$ cat src/rtl/pmb_busy_pkg.sv
package pmb_busy_pkg;
  localparam int CFG_W           = 3;
  localparam int CFG_FF_BIT      = 0;
  localparam int CFG_STRETCH_BIT = 1;
  localparam int CFG_FAULT_BIT   = 2;

  localparam int ST_SETTLED_BIT  = 4;
  localparam int ST_CALC_BIT     = 5;
  localparam int ST_IDLE_BIT     = 6;
  localparam int NUM_SRC         = 3;

  typedef enum logic {
    ARB_IDLE = 1'b0,
    ARB_HOLD = 1'b1
  } arb_state_e;
endpackage

$ cat src/rtl/pmb_scl_meter.sv
module pmb_scl_meter #(
  parameter int FAST_LIMIT = 1000
) (
  input  logic clk,
  input  logic rst_n,
  input  logic scl_in,
  output logic bus_fast
);
  localparam int CW = $clog2(FAST_LIMIT + 1);
  localparam logic [CW-1:0] LIM = CW'(FAST_LIMIT);

  logic [2:0]    sync_q, sync_d;
  logic [CW-1:0] cnt_q, cnt_d;
  logic          seen_q, seen_d;
  logic          fast_q, fast_d;
  logic          rise;

  always_comb begin
    sync_d = {sync_q[1:0], scl_in};
    rise   = sync_q[1] & ~sync_q[2];
    seen_d = seen_q | rise;
    fast_d = fast_q;
    if (rise) begin
      cnt_d  = CW'(1);
      fast_d = seen_q & (cnt_q < LIM);
    end else if (cnt_q == LIM) begin
      cnt_d = cnt_q;
    end else begin
      cnt_d = cnt_q + CW'(1);
    end
  end

  always_ff @(posedge clk or negedge rst_n) begin
    if (!rst_n) begin
      sync_q <= '0;
      cnt_q  <= '0;
      seen_q <= 1'b0;
      fast_q <= 1'b0;
    end else begin
      sync_q <= sync_d;
      cnt_q  <= cnt_d;
      seen_q <= seen_d;
      fast_q <= fast_d;
    end
  end

  assign bus_fast = fast_q;
endmodule

$ cat src/rtl/pmb_busy_status.sv
module pmb_busy_status
  import pmb_busy_pkg::*;
(
  input  logic       clk,
  input  logic       rst_n,
  input  logic       busy_op,
  input  logic       busy_vout,
  input  logic       busy_calc,
  output logic [7:0] status_byte,
  output logic       any_busy_now,
  output logic       all_clear
);
  logic [NUM_SRC-1:0] nb_q, nb_d;

  always_comb begin
    any_busy_now = busy_op | busy_vout | busy_calc;
    nb_d[0] = ~busy_vout;
    nb_d[1] = ~busy_calc;
    nb_d[2] = ~any_busy_now;
  end

  always_ff @(posedge clk or negedge rst_n) begin
    if (!rst_n) nb_q <= '1;
    else        nb_q <= nb_d;
  end

  always_comb begin
    status_byte                 = 8'h00;
    status_byte[ST_SETTLED_BIT] = nb_q[0];
    status_byte[ST_CALC_BIT]    = nb_q[1];
    status_byte[ST_IDLE_BIT]    = nb_q[2];
    all_clear                   = &nb_q;
  end
endmodule

$ cat src/rtl/pmb_busy_arb.sv
module pmb_busy_arb
  import pmb_busy_pkg::*;
(
  input  logic             clk,
  input  logic             rst_n,
  input  logic             cmd_start,
  input  logic             cmd_is_read,
  input  logic             cmd_valid,
  input  logic             all_clear,
  input  logic             any_busy_now,
  input  logic             bus_fast,
  input  logic [CFG_W-1:0] cfg_ctl,
  input  logic             clr_faults,
  output logic             resp_valid,
  output logic             resp_ack,
  output logic             rd_force_ff,
  output logic             scl_stretch,
  output logic             busy_fault
);
  arb_state_e state_q, state_d;
  logic vld_q, vld_d, ack_q, ack_d, ff_q, ff_d, pend_q, pend_d, flt_q, flt_d;
  logic collide, stretch_ok;

  always_comb begin
    state_d    = state_q;
    vld_d      = 1'b0;
    ack_d      = 1'b0;
    ff_d       = ff_q;
    pend_d     = pend_q;
    collide    = 1'b0;
    stretch_ok = cfg_ctl[CFG_STRETCH_BIT] & bus_fast;
    case (state_q)
      ARB_IDLE: begin
        if (cmd_start) begin
          if (all_clear) begin
            vld_d = 1'b1;
            ack_d = cmd_valid;
            ff_d  = 1'b0;
          end else if (stretch_ok) begin
            state_d = ARB_HOLD;
            pend_d  = cmd_valid;
          end else begin
            collide = 1'b1;
            vld_d   = 1'b1;
            ack_d   = cmd_is_read & cfg_ctl[CFG_FF_BIT];
            ff_d    = cmd_is_read & cfg_ctl[CFG_FF_BIT];
          end
        end
      end
      ARB_HOLD: begin
        if (!any_busy_now) begin
          state_d = ARB_IDLE;
          vld_d   = 1'b1;
          ack_d   = pend_q;
          ff_d    = 1'b0;
        end
      end
      default: state_d = ARB_IDLE;
    endcase
    if (collide && cfg_ctl[CFG_FAULT_BIT]) flt_d = 1'b1;
    else if (clr_faults)                    flt_d = 1'b0;
    else                                    flt_d = flt_q;
  end

  always_ff @(posedge clk or negedge rst_n) begin
    if (!rst_n) begin
      state_q <= ARB_IDLE;
      vld_q   <= 1'b0;
      ack_q   <= 1'b0;
      ff_q    <= 1'b0;
      pend_q  <= 1'b0;
      flt_q   <= 1'b0;
    end else begin
      state_q <= state_d;
      vld_q   <= vld_d;
      ack_q   <= ack_d;
      ff_q    <= ff_d;
      pend_q  <= pend_d;
      flt_q   <= flt_d;
    end
  end

  assign resp_valid  = vld_q;
  assign resp_ack    = ack_q;
  assign rd_force_ff = ff_q;
  assign scl_stretch = (state_q == ARB_HOLD);
  assign busy_fault  = flt_q;
endmodule

$ cat src/rtl/pmb_busy_resp.sv
module pmb_busy_resp
  import pmb_busy_pkg::*;
#(
  parameter int FAST_LIMIT = 1000
) (
  input  logic             clk,
  input  logic             rst_n,
  input  logic             cmd_start,
  input  logic             cmd_is_read,
  input  logic             cmd_valid,
  input  logic             busy_op,
  input  logic             busy_vout,
  input  logic             busy_calc,
  input  logic [CFG_W-1:0] cfg_ctl,
  input  logic             scl_in,
  input  logic             clr_faults,
  output logic             resp_valid,
  output logic             resp_ack,
  output logic             rd_force_ff,
  output logic             scl_stretch,
  output logic             busy_fault,
  output logic             alert_n,
  output logic [7:0]       status_byte
);
  logic bus_fast, any_busy_now, all_clear;

  pmb_scl_meter #(.FAST_LIMIT(FAST_LIMIT)) u_meter (
    .clk(clk), .rst_n(rst_n), .scl_in(scl_in), .bus_fast(bus_fast)
  );

  pmb_busy_status u_status (
    .clk(clk), .rst_n(rst_n), .busy_op(busy_op), .busy_vout(busy_vout),
    .busy_calc(busy_calc), .status_byte(status_byte),
    .any_busy_now(any_busy_now), .all_clear(all_clear)
  );

  pmb_busy_arb u_arb (
    .clk(clk), .rst_n(rst_n), .cmd_start(cmd_start), .cmd_is_read(cmd_is_read),
    .cmd_valid(cmd_valid), .all_clear(all_clear), .any_busy_now(any_busy_now),
    .bus_fast(bus_fast), .cfg_ctl(cfg_ctl), .clr_faults(clr_faults),
    .resp_valid(resp_valid), .resp_ack(resp_ack), .rd_force_ff(rd_force_ff),
    .scl_stretch(scl_stretch), .busy_fault(busy_fault)
  );

  assign alert_n = ~busy_fault;
endmodule

$ cat config.mk
export PLATFORM = sky130hd
export DESIGN_NAME = pmb_busy_resp
export DESIGN_NICKNAME = d
export VERILOG_FILES = /design/src/rtl/pmb_busy_pkg.sv /design/src/rtl/pmb_scl_meter.sv /design/src/rtl/pmb_busy_status.sv /design/src/rtl/pmb_busy_arb.sv /design/src/rtl/pmb_busy_resp.sv
export SDC_FILE = /design/constraint.sdc
export NUM_CORES = 1
export LEC_CHECK = 0
export BUFFER_PORTS_ARGS = -buffer_cell sky130_fd_sc_hd__buf_2
export CAP_MARGIN = 10
export CORE_ASPECT_RATIO = 0.75
export CORE_MARGIN = 3
export CORE_UTILIZATION = 54
export CTS_BUF_LIST = sky130_fd_sc_hd__clkbuf_8
export CTS_CLUSTER_DIAMETER = 40
export DETAILED_ROUTE_END_ITERATION = 12
export GPL_ROUTABILITY_DRIVEN = 0
export PLACE_DENSITY = 0.83
export REMOVE_ABC_BUFFERS = 1
export SKIP_LAST_GASP = 1
export SYNTH_ARGS = -nofsm -noshare
export SYNTH_HDL_FRONTEND = slang
export SYNTH_HIERARCHICAL = 1
export SYNTH_SLANG_ARGS = --single-unit
$ cat constraint.sdc
create_clock -name clk -period 1.56 [get_ports clk]
set_input_delay 0.078 -clock clk [delete_from_list [all_inputs] [get_ports clk]]
set_output_delay 0.078 -clock clk [all_outputs]
set_load 0.01 [all_outputs]
Word level (Yosys, flattened, before mapping):

Cells that the tools add are included.
W data, S select, Z words.

* register bits after elaboration: 24
* latch bits: 0
* memory bits (writable): 0
* ROM bits: 0
* input port bits: 13
* output and inout bits: 14
* logic and storage cells: 64
* memories: 0

* $add $sub $neg: 1
* multipliers: 0
* div/mod/pow operators: 0
* magnitude comparators: 1
* eq/ne operators: 5
* shift-type cells: 0
* muxes and demuxes: 27
* bitwise operators: 14
* reductions and logical operators: 5

Operators with widths (count)
* $mux W1: 21
* $mux W10: 2
* $add A10 B1 Y10 const B: 1
* $eq A10 B10 Y1 const B: 1
* $lt A10 B10 Y1 const B: 1
* $pmux W1 S2: 4
* $not A1 Y1: 7
* $reduce_and A3 Y1: 2
* $and A1 B1 Y1: 4
* $ne A2 B2 Y1 const B: 2
* $reduce_and A4 Y1: 1
* $ne A3 B3 Y1 const B: 1
* $or A1 B1 Y1: 3
* $ne A2 B1 Y1 const B: 1
* $reduce_bool A2 Y1: 1
* $logic_and A1 B1 Y1: 1

Depth between registers and ports, before layout:

* depth after elaboration: 7
* gate-level depth with buffers: 5
* depth with buffers taken out: 5

Cells and area by module:

The synthesis kept the hierarchy.

By module, submodules not included
* pmb_scl_meter: instances 1, cells an instance 68, area each 696.9 um^2, seq. area each 375.4 um^2
* pmb_busy_arb: instances 1, cells an instance 25, area each 274.0 um^2, seq. area each 150.1 um^2
* pmb_busy_status: instances 1, cells an instance 14, area each 145.1 um^2, seq. area each 78.8 um^2
* pmb_busy_resp: instances 1, cells an instance 1, area each 3.8 um^2, seq. area each 0.0 um^2

Worst setup path before layout:

Ideal clock, no wire load.

* path type: register to register
* start point: register u_status.nb_q[2]
* end point: register u_arb.pend_q
* library setup time: 0.125 ns
* arrival time: 1.213 ns
* data required time: 1.435 ns
* path slack: 0.222 ns
* cell stages (with the launch flop): 5
* path buffers: 0
* clock period less this slack: 1.338 ns
* cell sequence: dfstp_2 > and3_1 > nor3b_2 > nand3_2 > mux2_4

* longest elaborated chain between the ends: 3

RTL lines
* from (decl): line pmb_busy_status.sv:13 `logic [NUM_SRC-1:0] nb_q, nb_d;`
* from (signal assigned): line pmb_busy_status.sv:24 `else nb_q <= nb_d;`
* $reduce_and A3 Y1: line pmb_busy_status.sv:32 `all_clear = &nb_q;`
* via all_clear: line pmb_busy_resp.sv:25 `logic bus_fast, any_busy_now, all_clear;`
* $not A1 Y1 (no line)
* $reduce_and A4 Y1 (no line)
* to (signal assigned): line pmb_busy_arb.sv:78 `pend_q <= pend_d;`
* to (decl): line pmb_busy_arb.sv:21 `logic vld_q, vld_d, ack_q, ack_d, ff_q, ff_d, pend_q, pend_d, flt_q, flt_d;`

The timed path passes the listed nets, and every way through them passes these cells.
A chain may end at the register's enable or synchronous reset.

Worst setup path in the final report:

* start point: input port busy_vout
* end point: register u_arb.ack_q (netlist: u_arb/resp_ack)

* longest elaborated chain between the ends: 4

RTL lines
* from (decl): line pmb_busy_resp.sv:12 `input logic busy_vout,`
* $or A1 B1 Y1 (2 in a row): line pmb_busy_status.sv:16 `any_busy_now = busy_op | busy_vout | busy_calc;`
* via any_busy_now: line pmb_busy_resp.sv:25
* $mux W1: line pmb_busy_arb.sv:51 `if (!any_busy_now) begin`
* $pmux W1 S2: line pmb_busy_arb.sv:32 `case (state_q)`
* via u_arb.ack_d: line pmb_busy_arb.sv:21
* to (signal assigned): line pmb_busy_arb.sv:76 `ack_q <= ack_d;`
* to (decl): line pmb_busy_arb.sv:21

The timed path passes the listed nets, and every way through them passes these cells.

==> run summary <==
Status: complete, no violations
Aggregate routed wire length: 2.49 mm
Critical Path AT: 1.66 ns
Critical path origin: busy_vout
Critical path start-end classification: in -> reg
Top post-synthesis cells by area: sky130_fd_sc_hd__dfrtp_1 47%, sky130_fd_sc_hd__dfstp_2 7.0%, sky130_fd_sc_hd__inv_1 3.7%
Post-CTS Setup Inserts: 0
Largest area contributor in the netlist: sky130_fd_sc_hd__dfrtp_1
Later-pin clock latency in the skew report: 0.26 ns
Routed wire per std cell: 15.6 um
Net count, final: 153
TritonCTS clock tree: done
Height of the die: 45.4 um
Synth unique cells: 36
Die span in x: 58.6 um
Number of max-slew violations in the final report: 0
Vias per cell: 5.64
Maximum net fanout on the critical path: 3
Top_reg_cell synth: sky130_fd_sc_hd__dfrtp_1
Yosys synthesis warning count: 6
Most used cells in the layout excluding fill and tap cells: 21 x sky130_fd_sc_hd__buf_2, 21 x sky130_fd_sc_hd__dfrtp_1, 11 x sky130_fd_sc_hd__inv_1, 10 x sky130_fd_sc_hd__nand2_1
Slew at the pin closest to its max-slew limit: 0.521 ns
Aggregate global-route resource usage: 0.197
# setup viols final: 0
DRC violations left: 0
R2r setup slk: 0.09 ns
Leakage dissipation: 0.647 nW
Post-route antenna net violation count: 0
Worst slew margin relative to its limit: 0.653
Fillers: 129
MaxCap Viol Count: 0
Port-buffer cells: 21
Reg2Reg Launch Point: u_meter/cnt_q[1]
Post-synthesis instance total: 108
Total via count after detailed routing: 897
Via count of the first global-routing pass: 875
Fin. Hold Viols: 0
Max Buffers Root-to-Sink: 2
First-pass iteration count of the detailed router: 4
Worst slack on hold paths: 0.0267 ns
Final instance count without filler cells: 159
Cells along the critical path: dlygate4sd3_1, buf_2, or3_1, or2b_1, o221ai_1
Post-synthesis sequential element count: 24
Cells after DPL: 149
Fin crit share: 0.955
Instance count along the most critical hold path: 2
Number of placed I/O pins: 27
Clock Skew: 0.00742 ns
Worst setup EP type: flop
Global-route wire length before repair: 3.80 mm
Root buf cell: sky130_fd_sc_hd__clkbuf_8
Remaining global-route overflow: 0
Level count of the clock H-tree: 1
Violation count after the first detailed-routing iteration: 25
HPWL Detailed: 1.74 mm
Place WS: 0.0756 ns
Antenna Cells: 0
Hold_sp: clr_faults
Row count: 13
End of the worst register-to-register path: u_meter/cnt_q[8]
Endpoint of the worst hold path: u_arb/busy_fault
Pwr Density: 1220 nW/um^2
Critical path launch point type: primary input
Clock-pin slew of the registers on the worst-case setup and hold paths: 0.08 ns
Slowest stage delay, CP: 0.54 ns
Starting utilization of the core area: 0.609
Crit path time final: 1.49 ns
Layout cells sized above 1: 0.255
Worst voltage drop across the vdd grid: 997 uV
Largest net degree at the start of global routing: 25
Number of CTS-inserted buffers: 3
Unrepaired setup endpoints after global routing: false
Classification of the worst-slack hold path: in -> reg
Worst Slack Setup Final: 0.0707 ns
FF-to-FF path depth: 4
Number of antenna violations at the first check in global routing: 0
FFs w/ async S/R, synth: 1.00
Proportion of netlist area held by the largest area contributor: 0.469
Sinks on Clock Net: 24
Sequential-to-total area share from yosys stat: 0.540
Area of the die: 2660 sq um
Growth of design area from synthesis to finish: 22.0%
Mean instance size in the synthesized netlist: 10.4 sq um
Fmax: 671 MHz
Summed negative setup slack over all endpoints: 0 ns
Worst EP required: 1.73 ns
Slowest cell on the critical path: sky130_fd_sc_hd__dlygate4sd3_1
Number of flops mapped to enable cells by yosys: 0
Post-synthesis cell area: 1120 sq um
Placeable Area: 1840 sq um
metrics by stage:
stage | total power, mW | area [sq um] | util
after floorplan | 0.999 | 1090 | -
after detailed placement | 1.13 | 1230 | 0.669
after global routing | 1.75 | 1370 | 0.743
after CTS | 1.68 | 1360 | 0.741
after global placement | 1.10 | 1230 | 0.669
final | 1.67 | 1370 | 0.743
Yosys cell counts (all sizes together) (2+ instances only):
library cell and number:
nor2 5, inv 11, clkbuf 2, dfstp 3
buf 5, nor3 2, nand2 10, a21oi 4
o21ai 6, nand3 6, nand3b 2, o311ai 2
nand4 4, mux2i 2, or3 4, nand2b 2
ha 2, dfrtp 21
power by group:
part | leakage [nW] | internal, mW | switching, mW
logic | 0.315 | 0.147 | 0.174
registers | 0.297 | 0.713 | 0.107
clock network | 0.0357 | 0.343 | 0.189
what timing repair did:
action / CTS / global route
gates resized for setup: 0 / 1
endpoints found under the setup margin: 0 / 3
endpoints found under the hold margin: 25 / 0
hold buffers: 6 / 0
flip-flops by register name, summed over array words and instances (netlist names):
signal,count
u_arb/busy_fault,1
u_arb/pend_q,1
u_arb/rd_force_ff,1
u_arb/resp_ack,1
u_arb/resp_valid,1
u_arb/scl_stretch,1
u_meter/bus_fast,1
u_meter/cnt_q,10
u_meter/seen_q,1
u_meter/sync_q,3
u_status/nb_q,3
how the worst max path moves through the flow:
stage / to / slack (ns) / cells past startpoint
2_1_floorplan: u_arb/pend_q / 0.22 / 4
4_1_cts: u_meter/cnt_q[1] / 0.05 / 5
3_3_place_gp: u_meter/cnt_q[0] / 0.20 / 5
6_report: u_arb/resp_ack / 0.07 / 5
5_1_grt: u_meter/cnt_q[1] / 0.005 / 5
3_5_place_dp: u_meter/cnt_q[1] / 0.08 / 5
worst max-delay path, delay by kind of cell:
kind / cells / cell delay, ns
and+or+nand+nor: 2 / 0.70
buffers and inverters: 2 / 0.68
AOI/OAI and AO/OA: 1 / 0.19
cell families after synthesis:
| group | share of synthesized area |
|---|---|
| fa+ha+maj | 0.0223 |
| flops | 0.540 |
| simple gates | 0.212 |
| buf+inv | 0.0771 |
| mux | 0.0313 |
| other cells | 0.00335 |
| xor+xnor | 0.0156 |
| compound gates | 0.0983 |
final cells by class:
| cell class | count | area, sq um | area share |
|---|---|---|---|
| Clock buffer | 3 | 41.3 | 0.0302 |
| Clock inverter | 1 | 30.0 | 0.0220 |
| Inverter | 11 | 41.3 | 0.0302 |
| Multi-Input combinational cell | 70 | 449 | 0.329 |
| Sequential cell | 24 | 604 | 0.442 |
| Tap cell | 22 | 27.5 | 0.0201 |
| Timing Repair Buffer | 28 | 173 | 0.126 |
routing by layer:
| layer | wire length [um] | up-vias | track usage |
|---|---|---|---|
| met5 | 0 | - | 0 |
| met4 | 48 | 0 | 0.0769 |
| met3 | 149 | 4 | 0.0595 |
| met2 | 1230 | 32 | 0.314 |
| met1 | 1060 | 436 | 0.256 |
| li1 | - | 425 | - |
(Power assumes the default switching activity.)
